### config.mk
export PLATFORM = sky130hd
export DESIGN_NAME = pci_parity_unit
export DESIGN_NICKNAME = d
export VERILOG_FILES = /design/src/rtl/pci_par_pkg.sv /design/src/rtl/pci_par_gen.sv /design/src/rtl/pci_par_chk.sv /design/src/rtl/pci_par_status.sv /design/src/rtl/pci_parity_unit.sv
export SDC_FILE = /design/constraint.sdc
export NUM_CORES = 1
export LEC_CHECK = 0
export ABC_AREA = 1
export BUFFER_PORTS_ARGS = -buffer_cell sky130_fd_sc_hd__buf_2
export CAP_MARGIN = 5
export CORE_ASPECT_RATIO = 0.6
export CORE_MARGIN = 4
export CORE_UTILIZATION = 45
export CTS_CLUSTER_DIAMETER = 80
export CTS_CLUSTER_SIZE = 16
export DETAILED_ROUTE_END_ITERATION = 8
export PLACE_DENSITY_LB_ADDON = 0.3
export SLEW_MARGIN = 20
export SYNTH_ARGS = -nofsm -noshare
export SYNTH_HDL_FRONTEND = slang
export SYNTH_SLANG_ARGS = --single-unit
export TNS_END_PERCENT = 1
### constraint.sdc
create_clock -name clk -period 2.05 [get_ports clk]
set_input_delay 0.615 -clock clk [delete_from_list [all_inputs] [get_ports clk]]
set_output_delay 0.615 -clock clk [all_outputs]
set_load 0.03 [all_outputs]
### src/rtl/pci_par_pkg.sv
package pci_par_pkg;

    // transmit-side registered state
    typedef struct packed {
        logic par;
        logic oe;
    } gen_state_t;

    // receive-side registered state
    typedef struct packed {
        logic frame_n;  // frame line seen on the previous cycle
        logic pend;     // a check is armed for this cycle's parity
        logic exp;      // parity expected on this cycle
    } chk_state_t;

endpackage

### src/rtl/pci_par_gen.sv
module pci_par_gen
    import pci_par_pkg::*;
#(
    parameter int AD_W = 32,
    localparam int BE_W = AD_W / 8
) (
    input  logic            clk,
    input  logic            rst_n,
    input  logic [AD_W-1:0] ad,
    input  logic [BE_W-1:0] cbe,
    input  logic            ad_oe,
    output logic            par,
    output logic            par_oe
);

    gen_state_t st_d, st_q;

    always_comb begin
        st_d     = st_q;
        st_d.par = ^{ad, cbe};
        st_d.oe  = ad_oe;
    end

    always_ff @(posedge clk) begin
        if (!rst_n) begin
            st_q <= '0;
        end else begin
            st_q <= st_d;
        end
    end

    assign par    = st_q.par;
    assign par_oe = st_q.oe;

endmodule

### src/rtl/pci_par_chk.sv
module pci_par_chk
    import pci_par_pkg::*;
#(
    parameter int AD_W = 32,
    localparam int BE_W = AD_W / 8
) (
    input  logic            clk,
    input  logic            rst_n,
    input  logic [AD_W-1:0] ad,
    input  logic [BE_W-1:0] cbe,
    input  logic            par,
    input  logic            frame_n,
    input  logic            irdy_n,
    input  logic            trdy_n,
    input  logic            hit,
    output logic            pend,
    output logic            mismatch
);

    chk_state_t st_d, st_q;
    logic       addr_ph;
    logic       data_ph;

    always_comb begin
        addr_ph      = st_q.frame_n & ~frame_n;
        data_ph      = ~irdy_n & ~trdy_n & hit;
        st_d         = st_q;
        st_d.frame_n = frame_n;
        st_d.pend    = addr_ph | data_ph;
        st_d.exp     = ^{ad, cbe};
    end

    always_ff @(posedge clk) begin
        if (!rst_n) begin
            st_q <= '{frame_n: 1'b1, pend: 1'b0, exp: 1'b0};
        end else begin
            st_q <= st_d;
        end
    end

    assign pend     = st_q.pend;
    assign mismatch = st_q.pend & (par != st_q.exp);

endmodule

### src/rtl/pci_par_status.sv
module pci_par_status (
    input  logic clk,
    input  logic rst_n,
    input  logic set,
    input  logic wr,
    input  logic w1c,
    output logic flag
);

    logic flag_d, flag_q;

    always_comb begin
        // a new error outranks a clear on the same edge
        flag_d = set | (flag_q & ~(wr & w1c));
    end

    always_ff @(posedge clk) begin
        if (!rst_n) begin
            flag_q <= 1'b0;
        end else begin
            flag_q <= flag_d;
        end
    end

    assign flag = flag_q;

endmodule

### src/rtl/pci_parity_unit.sv
module pci_parity_unit #(
    parameter int AD_W = 32,
    localparam int BE_W = AD_W / 8
) (
    input  logic            clk,
    input  logic            rst_n,
    input  logic [AD_W-1:0] tx_ad,
    input  logic [BE_W-1:0] tx_cbe,
    input  logic            tx_ad_oe,
    output logic            par_out,
    output logic            par_oe,
    input  logic [AD_W-1:0] bus_ad,
    input  logic [BE_W-1:0] bus_cbe,
    input  logic            bus_par,
    input  logic            frame_n,
    input  logic            irdy_n,
    input  logic            trdy_n,
    input  logic            tgt_hit,
    input  logic            stat_wr,
    input  logic            stat_w1c,
    output logic            perr_seen
);

    logic chk_pend;
    logic chk_mismatch;

    pci_par_gen #(.AD_W(AD_W)) u_gen (
        .clk    (clk),
        .rst_n  (rst_n),
        .ad     (tx_ad),
        .cbe    (tx_cbe),
        .ad_oe  (tx_ad_oe),
        .par    (par_out),
        .par_oe (par_oe)
    );

    pci_par_chk #(.AD_W(AD_W)) u_chk (
        .clk      (clk),
        .rst_n    (rst_n),
        .ad       (bus_ad),
        .cbe      (bus_cbe),
        .par      (bus_par),
        .frame_n  (frame_n),
        .irdy_n   (irdy_n),
        .trdy_n   (trdy_n),
        .hit      (tgt_hit),
        .pend     (chk_pend),
        .mismatch (chk_mismatch)
    );

    pci_par_status u_stat (
        .clk   (clk),
        .rst_n (rst_n),
        .set   (chk_mismatch),
        .wr    (stat_wr),
        .w1c   (stat_w1c),
        .flag  (perr_seen)
    );

endmodule

==> results.yml, run 1 <==
run_status:
  status: "complete, no violations"
critical_path:
  rr_worst_depth: 3
  start_kind: "primary input"
  crit_type: "primary input to flop"
  critPathMaxFanout: 3
  r2r_slack_ns: 1.36
  reg2reg_from: "u_chk.st_q[0]"
  arrival_ns: 1.62
  crit_path_end: "u_chk.st_q[0]"
  cp-end-kind: "flop"
  r2r-end: "u_stat.flag"
  setup.worst_path.start: "bus_cbe[2]"
  crit_required_ns: 2.15
placed_design:
  gp_congestion: 0.8294
  io_buffers: 84
  hpwl_um: 4257
  placed_cell_area_um2: 2456
layout:
  drive_above_1_share: 0.2174
  antenna_cells: 0
  regArea_um2: 120.1
  nFillCells: 434
  postLayoutCoreUtil: 0.6027
  area_growth_pct: 27.38
  fin_area_um2: 2497
  multi_input_area_um2: 1551
  nNetsFinal: 636
floorplan:
  num_rows: 18
  die-area_um2: 5512
  start_util: 0.4731
  io_pins: 85
  fp.dieW_um: 93.22
  die_h_um: 59.13
  core-area_um2: 4144
logic_synthesis:
  synth-compound-area-share: 0.01149
  netlist_top_cells_area: "nand2_1 (64%), inv_1 (12%), dfxtp_1 (6.1%)"
  syn-cell-area_um2: 1961
  synth_mux_area_frac: 0
  ys_seq_area_frac: 0.06126
  yosys.area_share.adder: 0
  yosys.cell_types.count: 13
  synthesis.instances: 465
  yosysTopAreaCellShare: 0.6414
  syn_area_per_cell_um2: 4.216
  yosysTopAreaCell: "nand2_1"
  syn_nets: 547
  synth-seq-cells: 6
  synth-xor-area-share: 0.04020
  synth_warnings: 0
  synth_top_family_by_area: "simple AND/OR/NAND/NOR gates"
  synthSimpleGateAreaFrac: 0.7396
power_and_ir_drop:
  switchingPower_mw: 0.3849
  p_int_mw: 0.4754
  switching_share: 0.4474
  power_density_nw_per_um2: 344.5
  p_leak_nw: 1.878
  seqPwrFrac: 0.157
  p_comb_frac: 0.641
  pwr-share-clk: 0.203
  total_power_mw: 0.8603
  irDropWorstVdd_mv: 0.1760
sta:
  slew_headroom: 0.8153
  post-route-period-util: 0.7396
  max_freq_mhz: 659.5
  min_period_ns: 1.516
  final_hold_viol_count: 0
  maxSlewViolCount: 0
  final-setup-viol-count: 0
  finalSetupTns_ns: 0
  worst_slew_pin_slew_ns: 0.2750
  clock_skew_ns: 0.005659
  grt_setup_unrepaired: "no"
clock_network:
  cts_hold_buffers: 0
  clockBufferDepth: 2
  clock_sinks: 6
  cts_resized: 0
  clockRootBuffer: "clkbuf_8"
  cts_buffers: 3
  cts.clk_slew.worst_paths_ns: 0.03
  clkLatencyLatePin_ns: 0.22
  cts_tree: "built"
  cts-htree-levels: 1
  postCtsSetupBuffers: 0
run:
  cap_violations: 0
global_routing:
  grt_pass1_wl_um: 8066
  grt.total_usage: 0.1706
  grt_pass1_vias: 2266
  grt_max_degree: 6
  antenna_found_initial: 0
  grt_overflow: 0
route:
  vias: 2643
  wl_um: 4631
  viasPerCell: 4.319
  drtPass1Iterations: 4
  ant_nets: 0
  wl_per_cell_um: 7.567
  remaining_drc_errors: 0
  drtIter0Drc: 72
worst_hold_path:
  min_path_cells: 2
  hp-class: "flop to flop"
-- per-stage QoR --
step,setup slack [ns],hold WS [ns],cells
finish,0.5338,0.4425,612
detailed placement,0.3189,0.4397,609
CTS,0.5421,0.4450,612
global route,0.3189,0.4824,612
floorplan,0.5662,0.4208,465
global placement,0.3733,0.4297,609
-- placed cells by master (no fill, tap or decap) --
| master | count |
|---|---|
| a21oi_1 | 3 |
| a22oi_1 | 1 |
| buf_2 | 84 |
| clkbuf_8 | 3 |
| dfxtp_1 | 6 |
| inv_1 | 64 |
| inv_2 | 13 |
| nand2_1 | 335 |
| nand2_2 | 14 |
| nand3_1 | 6 |
| nand3_2 | 2 |
| nor2_1 | 8 |
| nor2_2 | 4 |
| xnor2_1 | 8 |
| xor2_1 | 1 |
-- power groups by stage --
stage	Combinational, mW	Sequential [mW]	Clock (mW)
final	0.551	0.135	0.174
after global routing	0.645	0.136	0.188
after CTS	0.554	0.135	0.179
after detailed placement	0.552	0.137	0
after global placement	0.530	0.137	0
after floorplan	0.370	0.148	0
-- worst max-delay path: stages --
cell and delay, ns:
buf_2 0.11, inv_1 0.06, nand2_1 0.05, nand2_1 0.10
nand2_1 0.09, nand2_1 0.08, nand2_1 0.05, nand2_1 0.07
nand2_1 0.05, nand2_1 0.07, nand2_1 0.08, a21oi_1 0.14
nor2_1 0.06
-- state kept, by name, summed over array words and instances, names as in the netlist --
name and cells:
u_stat.flag 1, u_gen.par_oe 1, u_gen.par 1, u_chk.pend 1, u_chk.st_q 2
-- per-layer routing --
metal | vias to the layer above | global-route usage | part of all wire | routed length [um]
li1 | 1512 | - | - | -
met1 | 1071 | 0.2220 | 0.50 | 2300
met2 | 58 | 0.3071 | 0.44 | 2028
met3 | 2 | 0.02030 | 0.059 | 274
met4 | 0 | 0.03758 | 0.0058 | 27
met5 | - | 0 | 0 | 0
-- cell usage after synthesis, drive strengths merged --
cell	number
dfxtp	6
xor2	1
nand3	8
nand2	349
xnor2	8
a21oi	3
a22oi	1
nor2	12
inv	77
-- cells by family after synthesis --
kind of cell	Yosys count
buffers and inverters	77
DFF	6
AOI/OAI and AO/OA	4
and+or+nand+nor	369
xor gates and xnor gates	9
-- area by class of cell --
type	count	share of cell area
Multi-Input combinational cell	382	0.6212
Clock buffer	3	0.01653
Tap cell	60	0.03006
Sequential cell	6	0.04810
Timing Repair Buffer	84	0.1683
Inverter	77	0.1157
-- worst min path at each step --
stage / to / slack (ns) / start
after CTS: u_stat.flag / 0.44 / u_chk.pend
after global placement: u_stat.flag / 0.43 / u_chk.pend
after floorplan: u_stat.flag / 0.42 / u_chk.pend
after detailed placement: u_stat.flag / 0.44 / u_chk.pend
final: u_stat.flag / 0.44 / u_chk.pend
after global routing: u_stat.flag / 0.48 / u_chk.pend
No activity file was read; power rests on OpenSTA's default activity.
==> run 2: changes to the inputs <==
--- a/config.mk
+++ b/config.mk
@@ -5,12 +5,12 @@
 export SDC_FILE = /design/constraint.sdc
 export NUM_CORES = 1
 export LEC_CHECK = 0
-export ABC_AREA = 1
+export ABC_AREA = 0
 export BUFFER_PORTS_ARGS = -buffer_cell sky130_fd_sc_hd__buf_2
 export CAP_MARGIN = 5
 export CORE_ASPECT_RATIO = 0.6
 export CORE_MARGIN = 4
-export CORE_UTILIZATION = 45
+export CORE_UTILIZATION = 32
 export CTS_CLUSTER_DIAMETER = 80
 export CTS_CLUSTER_SIZE = 16
 export DETAILED_ROUTE_END_ITERATION = 8
==> constraint.sdc (replaced) <==
create_clock -name clk -period 1.31 [get_ports clk]
set_input_delay 0.393 -clock clk [delete_from_list [all_inputs] [get_ports clk]]
set_output_delay 0.393 -clock clk [all_outputs]
set_load 0.03 [all_outputs]
==> results.yml, run 2 <==
critical_path:
  cp-end-kind: "flop"
  crit_chain: "buf_2 -> xor2_1 -> xnor2_1 -> xnor3_1 -> or2_1 -> mux2i_1"
  critPathMaxFanout: 2
  crit_required_ns: 1.46
  cp_num_buf_inv: 1
  arrival_ns: 1.61
  cp_top_family: "XOR/XNOR gates"
  cp_slowest_stage_delay_ns: 0.44
  start_kind: "primary input"
  slowest_stage: "xnor3_1"
  crit_type: "primary input to flop"
clock_network:
  cts_tree: "built"
  cts.clk_slew.worst_paths_ns: 0.04
  clock_sinks: 6
  cts_buffers: 3
  cts-htree-levels: 1
  clockBufferDepth: 2
  clkLatencyLatePin_ns: 0.22
  cts_hold_buffers: 0
  clockRootBuffer: "clkbuf_8"
run_status:
  violations: "setup timing"
  status: "complete, but fails checks"
logic_synthesis:
  synth_common_cells: "xnor2_1 (52), xor2_1 (9), dfxtp_1 (6), xnor3_1 (4)"
  yosys.cell_types.count: 14
  syn-cell-area_um2: 834.6
  yosysTopAreaCell: "xnor2_1"
  syn_area_per_cell_um2: 9.593
  synth-edff-count: 0
  synthArstFlopShare: 0
  netlist_top_cells_area: "xnor2_1 (55%), dfxtp_1 (14%), xnor3_1 (11%)"
  synth_ff_type: "dfxtp_1"
  yosysTopAreaCellShare: 0.5457
  synth_warnings: 0
  post-synth-top-count-cell: "xnor2_1"
  synth-seq-cells: 6
  syn_nets: 169
  synthesis.instances: 87
  ys_seq_area_frac: 0.1439
sta:
  min_period_ns: 1.453
  setup_slack_ns: -0.1427
  clock_skew_ns: 0.001874
  final_hold_viol_count: 0
  finalSetupTns_ns: -0.2787
  maxSlewViolCount: 0
  worst_slew_pin_slew_ns: 0.2207
  max_freq_mhz: 688.4
  grt_setup_unrepaired: "yes"
  slew_headroom: 0.8518
  post-route-period-util: 1.109
  final-setup-viol-count: 2
route:
  ant_nets: 0
  drtPass1Iterations: 2
  wl_um: 2146
  remaining_drc_errors: 0
  wl_per_cell_um: 10.42
  viasPerCell: 4.131
  drtIter0Drc: 5
  vias: 851
floorplan:
  fp.dieW_um: 73.93
  num_rows: 14
  die-area_um2: 3516
  io_pins: 85
  start_util: 0.3332
  die_h_um: 47.56
  core-area_um2: 2505
placed_design:
  io_buffers: 84
  gp_congestion: 0.6728
  placed_cell_area_um2: 1310
  hpwl_um: 2006
global_routing:
  grt_max_degree: 6
  grt-busiest-layer: "met2"
  grt_pass1_vias: 832
  met3_usage: 0.02096
  globalRouteMet2Util: 0.2482
  grt_overflow: 0
  grt_pass1_wl_um: 3146
  grt.total_usage: 0.1165
  met1_usage: 0.1196
  antenna_found_initial: 0
layout:
  nNetsFinal: 258
  area_growth_pct: 63.72
  layout_common_cells: "buf_2 (84), xnor2_1 (48), xor2_1 (9)"
  antenna_cells: 0
  largest_register_ffs: 2
  layout_commonest_cell: "buf_2"
  drive_above_1_share: 0.5230
  fin_area_um2: 1366
  largest-register: "u_chk.st_q"
power_and_ir_drop:
  seqPwrFrac: 0.170
  switching_share: 0.3041
  p_int_mw: 0.9461
  p_comb_frac: 0.628
  switchingPower_mw: 0.4134
  p_leak_nw: 0.6807
  power_density_nw_per_um2: 995.1
  irDropWorstVdd_mv: 0.3532
  pwr-share-clk: 0.201
worst_hold_path:
  hp-class: "primary input to flop"
run:
  cap_violations: 0
run 2: cell types whose count changed in the layout (fill, tap and decap cells not counted), sizes merged, moves of 2 or more:
cell   before  now
xor2        1    9
nand3       8    0
xnor2       8   52
nor2       12    3
inv        77    1
mux2i       0    2
or2         0    2
xnor3       0    4
nand2     349    3
a21oi       3    1
run 2: final timing paths:
check / from / endpoint / slack, ns / cells past startpoint
setup / recovery: tx_ad[24] / u_gen.par / -0.14 / 6
hold / removal: frame_n / u_chk.st_q[2] / 0.37 / 2
setup reg to reg: u_chk.st_q[0] / u_stat.flag / 0.56 / 3
hold reg to reg: u_chk.pend / u_stat.flag / 0.47 / 2
run 2: cell type report:
type | instances | area (um2)
fill | 245 | 1139
multi-input combinational | 80 | 740.7
timing repair buffer | 84 | 420.4
sequential | 6 | 120.1
clock buffer | 3 | 41.29
tap | 32 | 40.04
inverter | 1 | 3.754
run 2: cells by family (layout without fill, tap and decap cells):
group                     after synthesis  count (layout)  share of synthesized area
muxes                                   2               2                    0.02399
and+or+nand+nor                        11              11                    0.06448
xor gates and xnor gates               65              65                     0.7481
AOI/OAI and AO/OA                       2               2                    0.01499
buffers and inverters                   1              88                   0.004493
DFF                                     6               6                     0.1439
run 2: power by group through the flow:
| stage | Clock, mW | Combinational (mW) | Sequential, mW |
|---|---|---|---|
| finish | 0.274 | 0.854 | 0.232 |
| detailed placement | 0 | 0.852 | 0.233 |
| CTS | 0.284 | 0.866 | 0.233 |
| global route | 0.296 | 0.923 | 0.236 |
| floorplan | 0 | 0.595 | 0.268 |
| global placement | 0 | 0.828 | 0.233 |
run 2: per-stage QoR:
step	setup WS [ns]	power, mW	util	instances	hold WS [ns]
floorplan	-0.1619	0.8630	-	87	0.4425
detailed placement	-0.3953	1.086	0.5230	203	0.4684
global placement	-0.3579	1.061	0.5230	203	0.4554
global route	-0.2503	1.456	0.5455	206	0.3814
finish	-0.1427	1.360	0.5455	206	0.3732
CTS	-0.1494	1.382	0.5425	206	0.3704
run 2: per-layer routing:
| layer | routed length, um | vias up | part of all wire |
|---|---|---|---|
| met4 | 11 | 0 | 0.0051 |
| met1 | 710 | 368 | 0.33 |
| li1 | - | 443 | - |
| met5 | 0 | - | 0 |
| met2 | 1237 | 38 | 0.58 |
| met3 | 187 | 2 | 0.087 |
run 2: worst reg2reg max path, delay by kind of cell, from the launching register on:
family,cells,cell delay (ns)
xor+xnor,1,0.16
compound gates,1,0.13
simple gates,1,0.05
flops,1,0.30
run 2: repair_timing:
action,in CTS,in global routing
gates resized for setup,1,1
pin swaps,3,0
setup endpoints to repair,2,2
setup buffers,0,0
